[config.mk]
export PLATFORM = sky130hd
export DESIGN_NAME = iqf_fetcher
export DESIGN_NICKNAME = d
export VERILOG_FILES = /design/src/rtl/iqf_pkg.sv /design/src/rtl/iqf_doorbell.sv /design/src/rtl/iqf_chunk_walker.sv /design/src/rtl/iqf_flight.sv /design/src/rtl/iqf_fetcher.sv
export SDC_FILE = /design/constraint.sdc
export NUM_CORES = 1
export LEC_CHECK = 0
export CELL_PAD_IN_SITES_DETAIL_PLACEMENT = 0
export CELL_PAD_IN_SITES_GLOBAL_PLACEMENT = 2
export CORE_MARGIN = 4
export CORE_UTILIZATION = 25
export DETAILED_ROUTE_END_ITERATION = 10
export MAX_ROUTING_LAYER = met4
export PLACE_DENSITY = 0.92
export REMOVE_ABC_BUFFERS = 1
export SETUP_SLACK_MARGIN = 0.02
export SYNTH_ARGS = -nofsm -noshare
export SYNTH_HDL_FRONTEND = slang
export SYNTH_SLANG_ARGS = --single-unit
[constraint.sdc]
create_clock -name clk -period 4.7 [get_ports clk]
set_input_delay 0.94 -clock clk [delete_from_list [all_inputs] [get_ports clk]]
set_output_delay 0.94 -clock clk [all_outputs]
set_load 0.05 [all_outputs]
[src/rtl/iqf_pkg.sv]
`timescale 1ns/1ps
// Shared types for the queue fetcher: register selects and fetch sequencer states.
package iqf_pkg;
    typedef enum logic [2:0] {
        RA_CTRL   = 3'd0,
        RA_RING   = 3'd1,
        RA_BASE   = 3'd2,
        RA_CHUNK  = 3'd3,
        RA_FLIGHT = 3'd4,
        RA_EVENTS = 3'd5
    } reg_addr_e;

    typedef enum logic [1:0] {
        FS_IDLE = 2'd0,
        FS_REQ  = 2'd1,
        FS_WAIT = 2'd2
    } fetch_state_e;
endpackage

[src/rtl/iqf_doorbell.sv]
`timescale 1ns/1ps
// Pending-word counter.
// Adds doorbell values in whole-instruction granules and removes one granule
// per issued instruction. Records a sticky flag when an add carries out of the
// counter. Assumes a granule is taken only while at least one granule is pending.
module iqf_doorbell #(
    parameter int CNT_W      = 20,
    parameter int GRAN_LOG2  = 3
) (
    input  logic             clk,
    input  logic             rst_n,
    input  logic             add_en,
    input  logic [CNT_W-1:0] add_val,
    input  logic             take,
    input  logic             clr_ovf,
    output logic [CNT_W-1:0] count,
    output logic             ovf_flag,
    output logic             has_inst
);
    localparam int STEP = 1 << GRAN_LOG2;

    logic [CNT_W-1:0] add_masked;
    logic [CNT_W:0]   sum;
    logic             unused_low;

    assign unused_low = ^add_val[GRAN_LOG2-1:0];
    assign add_masked = add_en ? {add_val[CNT_W-1:GRAN_LOG2], {GRAN_LOG2{1'b0}}} : '0;
    assign sum        = {1'b0, count} + {1'b0, add_masked};
    assign has_inst   = (count[CNT_W-1:GRAN_LOG2] != '0);

    // Count update: add the doorbell granules, subtract one issued instruction.
    always_ff @(posedge clk) begin
        if (!rst_n) count <= '0;
        else        count <= sum[CNT_W-1:0] - (take ? CNT_W'(STEP) : '0);
    end

    // Sticky overflow: a carry on the add wins over a clear in the same cycle.
    always_ff @(posedge clk) begin
        if (!rst_n)                  ovf_flag <= 1'b0;
        else if (add_en && sum[CNT_W]) ovf_flag <= 1'b1;
        else if (clr_ovf)            ovf_flag <= 1'b0;
    end
endmodule

[src/rtl/iqf_chunk_walker.sv]
`timescale 1ns/1ps
// Read pointer and position within the current chunk.
// The pointer is kept in instruction lines. A link load aligns it to the chunk
// granule. at_link goes high once the chunk-size number of instructions has
// been taken. Assumes LINK_LOG2 >= INST_LOG2.
module iqf_chunk_walker #(
    parameter int ADDR_W    = 49,
    parameter int CHUNK_W   = 10,
    parameter int INST_LOG2 = 6,
    parameter int LINK_LOG2 = 7
) (
    input  logic               clk,
    input  logic               rst_n,
    input  logic               base_wr,
    input  logic [ADDR_W-1:0]  base_val,
    input  logic               step,
    input  logic               link_load,
    input  logic [ADDR_W-1:0]  link_val,
    input  logic [CHUNK_W-1:0] chunk_size,
    output logic [ADDR_W-1:0]  ptr,
    output logic               at_link
);
    localparam int LINE_W = ADDR_W - INST_LOG2;
    localparam int GAP    = LINK_LOG2 - INST_LOG2;

    logic [LINE_W-1:0]  line_q;
    logic [LINE_W-1:0]  link_line;
    logic [CHUNK_W-1:0] pos_q;
    logic [CHUNK_W-1:0] eff_size;
    logic               unused_low;

    generate
        if (GAP > 0) begin : g_gap
            assign link_line = {link_val[ADDR_W-1:LINK_LOG2], {GAP{1'b0}}};
        end else begin : g_nogap
            assign link_line = link_val[ADDR_W-1:INST_LOG2];
        end
    endgenerate

    assign unused_low = ^{link_val[LINK_LOG2-1:0], base_val[INST_LOG2-1:0]};
    assign eff_size   = (chunk_size == '0) ? CHUNK_W'(1) : chunk_size;
    assign at_link    = (pos_q >= eff_size);
    assign ptr        = {line_q, {INST_LOG2{1'b0}}};

    // Pointer/position update: link load, then base write, then instruction step.
    always_ff @(posedge clk) begin
        if (!rst_n) begin
            line_q <= '0;
            pos_q  <= '0;
        end else if (link_load) begin
            line_q <= link_line;
            pos_q  <= '0;
        end else if (base_wr) begin
            line_q <= base_val[ADDR_W-1:INST_LOG2];
            pos_q  <= '0;
        end else if (step) begin
            line_q <= line_q + LINE_W'(1);
            pos_q  <= pos_q + CHUNK_W'(1);
        end
    end
endmodule

[src/rtl/iqf_flight.sv]
`timescale 1ns/1ps
// In-flight instruction counter.
// One increment and up to two decrements can arrive in the same cycle.
// Assumes the caller never increments at full or decrements below zero.
module iqf_flight #(
    parameter int W = 8
) (
    input  logic         clk,
    input  logic         rst_n,
    input  logic         inc,
    input  logic         dec_drop,
    input  logic         dec_done,
    output logic [W-1:0] count,
    output logic         full
);
    assign full = &count;

    // Net count update for the cycle.
    always_ff @(posedge clk) begin
        if (!rst_n) count <= '0;
        else        count <= count + W'(inc) - W'(dec_drop) - W'(dec_done);
    end
endmodule

[src/rtl/iqf_fetcher.sv]
`timescale 1ns/1ps
// Doorbell-driven instruction queue fetcher (top).
// Holds the register port, the enable and the sticky events, and a sequencer
// that keeps at most one memory fetch open at a time. Reads are combinational.
// Assumes software changes base and chunk size only while quiescent.
module iqf_fetcher
    import iqf_pkg::*;
#(
    parameter int ADDR_W      = 49,
    parameter int DATA_W      = 64,
    parameter int CNT_W       = 20,
    parameter int FLIGHT_W    = 8,
    parameter int CHUNK_W     = 10,
    parameter int CHUNK_RESET = 16,
    parameter int INST_LOG2   = 6,
    parameter int LINK_LOG2   = 7,
    parameter int GRAN_LOG2   = 3
) (
    input  logic              clk,
    input  logic              rst_n,
    input  logic              reg_valid,
    input  logic              reg_write,
    input  logic [2:0]        reg_addr,
    input  logic [DATA_W-1:0] reg_wdata,
    output logic [DATA_W-1:0] reg_rdata,
    output logic              fetch_req_valid,
    input  logic              fetch_req_ready,
    output logic [ADDR_W-1:0] fetch_req_addr,
    output logic              fetch_req_link,
    input  logic              fetch_rsp_valid,
    input  logic              fetch_rsp_err,
    input  logic [DATA_W-1:0] fetch_rsp_data,
    output logic              dispatch_valid,
    input  logic              eng_done
);
    fetch_state_e       state;
    logic               link_q;
    logic               en_q;
    logic               rderr_q;
    logic               disp_q;
    logic [CHUNK_W-1:0] chunk_q;
    logic [CNT_W-1:0]   pend_cnt;
    logic               ovf_flag;
    logic               has_inst;
    logic [ADDR_W-1:0]  rd_ptr;
    logic               at_link;
    logic [FLIGHT_W-1:0] flight_cnt;
    logic               flight_full;
    logic [DATA_W-1:0]  rd_val;
    logic               unused_bits;

    logic wr, wr_ctrl, wr_ring, wr_base, wr_chunk, wr_events;
    logic accept, acc_inst, rsp_take, link_ok, link_bad, inst_ok, inst_bad, launch;

    assign unused_bits = ^{reg_wdata[DATA_W-1:ADDR_W], fetch_rsp_data[DATA_W-1:ADDR_W]};

    assign wr        = reg_valid && reg_write;
    assign wr_ctrl   = wr && (reg_addr_e'(reg_addr) == RA_CTRL);
    assign wr_ring   = wr && (reg_addr_e'(reg_addr) == RA_RING);
    assign wr_base   = wr && (reg_addr_e'(reg_addr) == RA_BASE);
    assign wr_chunk  = wr && (reg_addr_e'(reg_addr) == RA_CHUNK);
    assign wr_events = wr && (reg_addr_e'(reg_addr) == RA_EVENTS);

    assign accept   = (state == FS_REQ) && fetch_req_ready;
    assign acc_inst = accept && !link_q;
    assign rsp_take = (state == FS_WAIT) && fetch_rsp_valid;
    assign link_ok  = rsp_take && link_q && !fetch_rsp_err;
    assign link_bad = rsp_take && link_q && fetch_rsp_err;
    assign inst_ok  = rsp_take && !link_q && !fetch_rsp_err;
    assign inst_bad = rsp_take && !link_q && fetch_rsp_err;
    assign launch   = (state == FS_IDLE) && en_q && has_inst && (at_link || !flight_full);

    assign fetch_req_valid = (state == FS_REQ);
    assign fetch_req_addr  = rd_ptr;
    assign fetch_req_link  = link_q;
    assign dispatch_valid  = disp_q;

    iqf_doorbell #(.CNT_W(CNT_W), .GRAN_LOG2(GRAN_LOG2)) u_bell (
        .clk      (clk),
        .rst_n    (rst_n),
        .add_en   (wr_ring),
        .add_val  (reg_wdata[CNT_W-1:0]),
        .take     (acc_inst),
        .clr_ovf  (wr_events && reg_wdata[0]),
        .count    (pend_cnt),
        .ovf_flag (ovf_flag),
        .has_inst (has_inst)
    );

    iqf_chunk_walker #(.ADDR_W(ADDR_W), .CHUNK_W(CHUNK_W),
                       .INST_LOG2(INST_LOG2), .LINK_LOG2(LINK_LOG2)) u_walk (
        .clk        (clk),
        .rst_n      (rst_n),
        .base_wr    (wr_base),
        .base_val   (reg_wdata[ADDR_W-1:0]),
        .step       (acc_inst),
        .link_load  (link_ok),
        .link_val   (fetch_rsp_data[ADDR_W-1:0]),
        .chunk_size (chunk_q),
        .ptr        (rd_ptr),
        .at_link    (at_link)
    );

    iqf_flight #(.W(FLIGHT_W)) u_flight (
        .clk      (clk),
        .rst_n    (rst_n),
        .inc      (acc_inst),
        .dec_drop (inst_bad),
        .dec_done (eng_done),
        .count    (flight_cnt),
        .full     (flight_full)
    );

    // Fetch sequencer: launch, wait for acceptance, wait for the response.
    always_ff @(posedge clk) begin
        if (!rst_n) begin
            state  <= FS_IDLE;
            link_q <= 1'b0;
        end else begin
            unique case (state)
                FS_IDLE: if (launch) begin
                    state  <= FS_REQ;
                    link_q <= at_link;
                end
                FS_REQ:  if (fetch_req_ready) state <= FS_WAIT;
                FS_WAIT: if (fetch_rsp_valid) state <= FS_IDLE;
                default: state <= FS_IDLE;
            endcase
        end
    end

    // Enable: a failed link read overrides a software write.
    always_ff @(posedge clk) begin
        if (!rst_n)        en_q <= 1'b0;
        else if (link_bad) en_q <= 1'b0;
        else if (wr_ctrl)  en_q <= reg_wdata[0];
    end

    // Sticky read-error event: setting wins over write-one-to-clear.
    always_ff @(posedge clk) begin
        if (!rst_n)                        rderr_q <= 1'b0;
        else if (link_bad || inst_bad)     rderr_q <= 1'b1;
        else if (wr_events && reg_wdata[1]) rderr_q <= 1'b0;
    end

    // Chunk size configuration and the registered dispatch pulse.
    always_ff @(posedge clk) begin
        if (!rst_n) begin
            chunk_q <= CHUNK_W'(CHUNK_RESET);
            disp_q  <= 1'b0;
        end else begin
            if (wr_chunk) chunk_q <= reg_wdata[CHUNK_W-1:0];
            disp_q <= inst_ok;
        end
    end

    // Register read mux.
    always_comb begin
        rd_val = '0;
        case (reg_addr_e'(reg_addr))
            RA_CTRL:   rd_val[0] = en_q;
            RA_RING:   rd_val[CNT_W-1:0] = pend_cnt;
            RA_BASE:   rd_val[ADDR_W-1:0] = rd_ptr;
            RA_CHUNK:  rd_val[CHUNK_W-1:0] = chunk_q;
            RA_FLIGHT: rd_val[FLIGHT_W-1:0] = flight_cnt;
            RA_EVENTS: rd_val[1:0] = {rderr_q, ovf_flag};
            default:   rd_val = '0;
        endcase
        reg_rdata = (reg_valid && !reg_write) ? rd_val : '0;
    end
endmodule

==> metrics.txt <==
die area 31300 um2; Setup Skew 0.0121 ns; R2R cell count 17; final hold vios 0; fin crit period ~4.3 ns; Worst Setup Start Kind primary input; maximum number of pins on one net before global-route repair 73; layer with the highest usage met2; Rel. slew slack roughly 42%; post-cts sizing count 0; ranking of synthesized cells by area dfxtp_1 (27%), ha_1 (7.4%), nor2_1 (6.8%); Synth cell types between 70 and 80; Worst Path Arrival 4.53 ns; Crit Path Class primary input to flip-flop; Starting Density around a quarter; RSZ-0062 raised after global routing no; # H-tree levels 3; cell area after synthesis 7140 um2; Max Cap Violations 0; power after layout 2270 uW; CP Max Fanout 8; vias in the first global route roughly 7000; Worst-path clk slew 0.08 ns; Final GP Congestion 0.874; Layout Cells excl Fill 1540; total congestion overflow 0; syn_area_per_cell 7.44 um2; VDD IR max 148 uV; number of hold buffers added after cts 0; gr usage total ~17%; wire length per cell about 17 um; WP data required 4.93 ns; Die X 177 um; worst hold stages 2; CTS tree done; Post-synth ARST share 0%; CTS root buf clkbuf_16; clock tree buffer depth 2; initial antenna violation count 2; dpl cells 1522; Post-synth EDFFs 0; cell row count 61; FMAX 233 MHz; Pre-Repair DR Iteration Count 5; chip height 177 um; Post-CTS Setup Inserts 0; first-pass GRT wire length 39800 um; Area Overhead vs Synth 45.1%; setup TNS 0 ns; clock latency on the worst-skew pair 0.36 ns; Pwr Density 219 nW/um2; Synth area leader dfxtp_1; worst-margin pin slew 0.866 ns; Num CTS Buffers 9; Routed WL 25800 um; Setup-failing EPs final 0; post-DP HPWL 20100 um; hold crit path type flip-flop to flip-flop; Tcrit/Tclk final between 90 and 100%; vias per cell 4.78; Yosys warnings 0; Synth Instances 960; status finished clean; I/O pin cnt 255; most common flop cell mapped by yosys dfxtp_1; leading cell type by number of instances after synthesis nor2_1; # port buffers between 150 and 200; clock sink count 95; Seq/Total Area, Yosys 26.6%; # DRC 0; met3 Track Usage GR 3.55%; Layout Nets 1339; Yosys top cell area share 26.6%; Core Area 28000 um2; DR vias 7361; met1 Resource Use GR 22.2%; met2 usage 25.8%; crit end category flip-flop; Leak 0.00400 uW; synth cell count leaders nor2_1 (130), dfxtp_1 (95), nand2_1 (95); fin util 37.0%; initial drt markers 426; Synth Register Bits 95; DRT antenna net count 0; layout cell share with drive strength beyond 1 roughly 11%; fin. max-slew vios 0
metrics by stage:
step	instance area [um2]	worst slack (ns)	hold WS [ns]
finish	10400	0.399	0.473
global route	10400	0.0681	0.503
CTS	10400	0.380	0.472
detailed placement	10000	0.0309	0.462
global placement	10000	0.0655	0.449
floorplan	6870	0.0936	0.431
layer usage:
layer	routed length (um)	vias to the layer above
met4	293	0
li1	-	3693
met3	1530	18
met5	0	-
met2	11900	236
met1	12100	3414
final cells by class:
| cell class | instances | area [um2] |
|---|---|---|
| inverters | 37 | 139 |
| fillers | 2914 | 17600 |
| flip-flops and latches | 95 | 1900 |
| repair buffers | 234 | 2670 |
| clock inverters | 6 | 116 |
| clock buffers | 10 | 229 |
| multi-input cells | 778 | 4840 |
| well taps | 378 | 473 |
| diodes | 2 | 5.00 |
layout by cell type, fill, tap and decap left out, types with 3 or more instances in the layout:
cell,count
nor4_1,13
nor3_1,14
nor2b_1,12
o22ai_1,10
nor2_1,129
o21ai_1,4
a2111oi_0,3
nand2b_1,8
a21o_1,10
and3_1,31
xor2_1,42
nand3b_1,4
a22oi_1,18
ha_1,42
dfxtp_1,95
bufinv_16,3
inv_1,35
buf_4,43
a31oi_1,10
xnor2_1,34
clkdlybuf4s50_1,148
conb_1,21
a21oi_1,79
mux2_2,3
fa_1,3
nand3_1,47
o211ai_1,4
buf_12,43
a211oi_1,22
nand4_1,16
and2_1,41
o21ai_0,12
clkbuf_16,9
or2_2,4
nand2_1,94
flip-flops by register name (all words and copies together) (netlist names):
| register | count |
|---|---|
| u_walk.line_q | 43 |
| u_bell.count | 17 |
| dispatch_valid | 1 |
| state | 2 |
| u_flight.count | 8 |
| u_walk.pos_q | 10 |
| chunk_q | 10 |
| u_bell.ovf_flag | 1 |
| rderr_q | 1 |
| fetch_req_link | 1 |
| en_q | 1 |
cell families after synthesis:
kind of cell             count (synthesis)  share of synthesized area (%)
AND/OR/NAND/NOR                        436                           30.1
AO/OA/AOI/OAI                          194                           17.9
buffers and inverters                  107                           6.90
flip-flops                              95                           26.6
XOR/XNOR                                77                           9.54
adder cells (fa/ha/maj)                 45                           8.20
multiplexers                             5                          0.753
other                                    1                         0.0525
path summary, 6_finish.rpt:
kind / start / end / slack [ns]
max: reg_addr[0] / u_bell.count[18]$_SDFF_PN0_ / 0.40
min: u_bell.ovf_flag$_SDFFE_PN0P_ / u_bell.ovf_flag$_SDFFE_PN0P_ / 0.47
max reg2reg: state[1]$_SDFFE_PN0P_ / u_flight.count[7]$_SDFF_PN0_ / 1.59
min reg2reg: u_bell.ovf_flag$_SDFFE_PN0P_ / u_bell.ovf_flag$_SDFFE_PN0P_ / 0.47
where the power goes:
| part | internal [uW] | total (uW) | switching, uW |
|---|---|---|---|
| registers | 841 | 882 | 41.6 |
| logic | 240 | 513 | 273 |
| clock network | 526 | 871 | 346 |
| total | 1610 | 2270 | 660 |
critical path, stage by stage:
cell and delay [ns]:
clkdlybuf4s50_1 0.56, nor2b_2 0.35, and2_1 0.21, nand2_1 0.10, inv_1 0.07, ha_1 0.21
a21o_1 0.21, and4_4 0.21, o211a_4 0.27, o41ai_4 0.29, xnor2_1 0.11, or4_1 0.55
nor4b_2 0.26, xnor2_1 0.15, nor2_1 0.05
(Power assumes the default switching activity.)
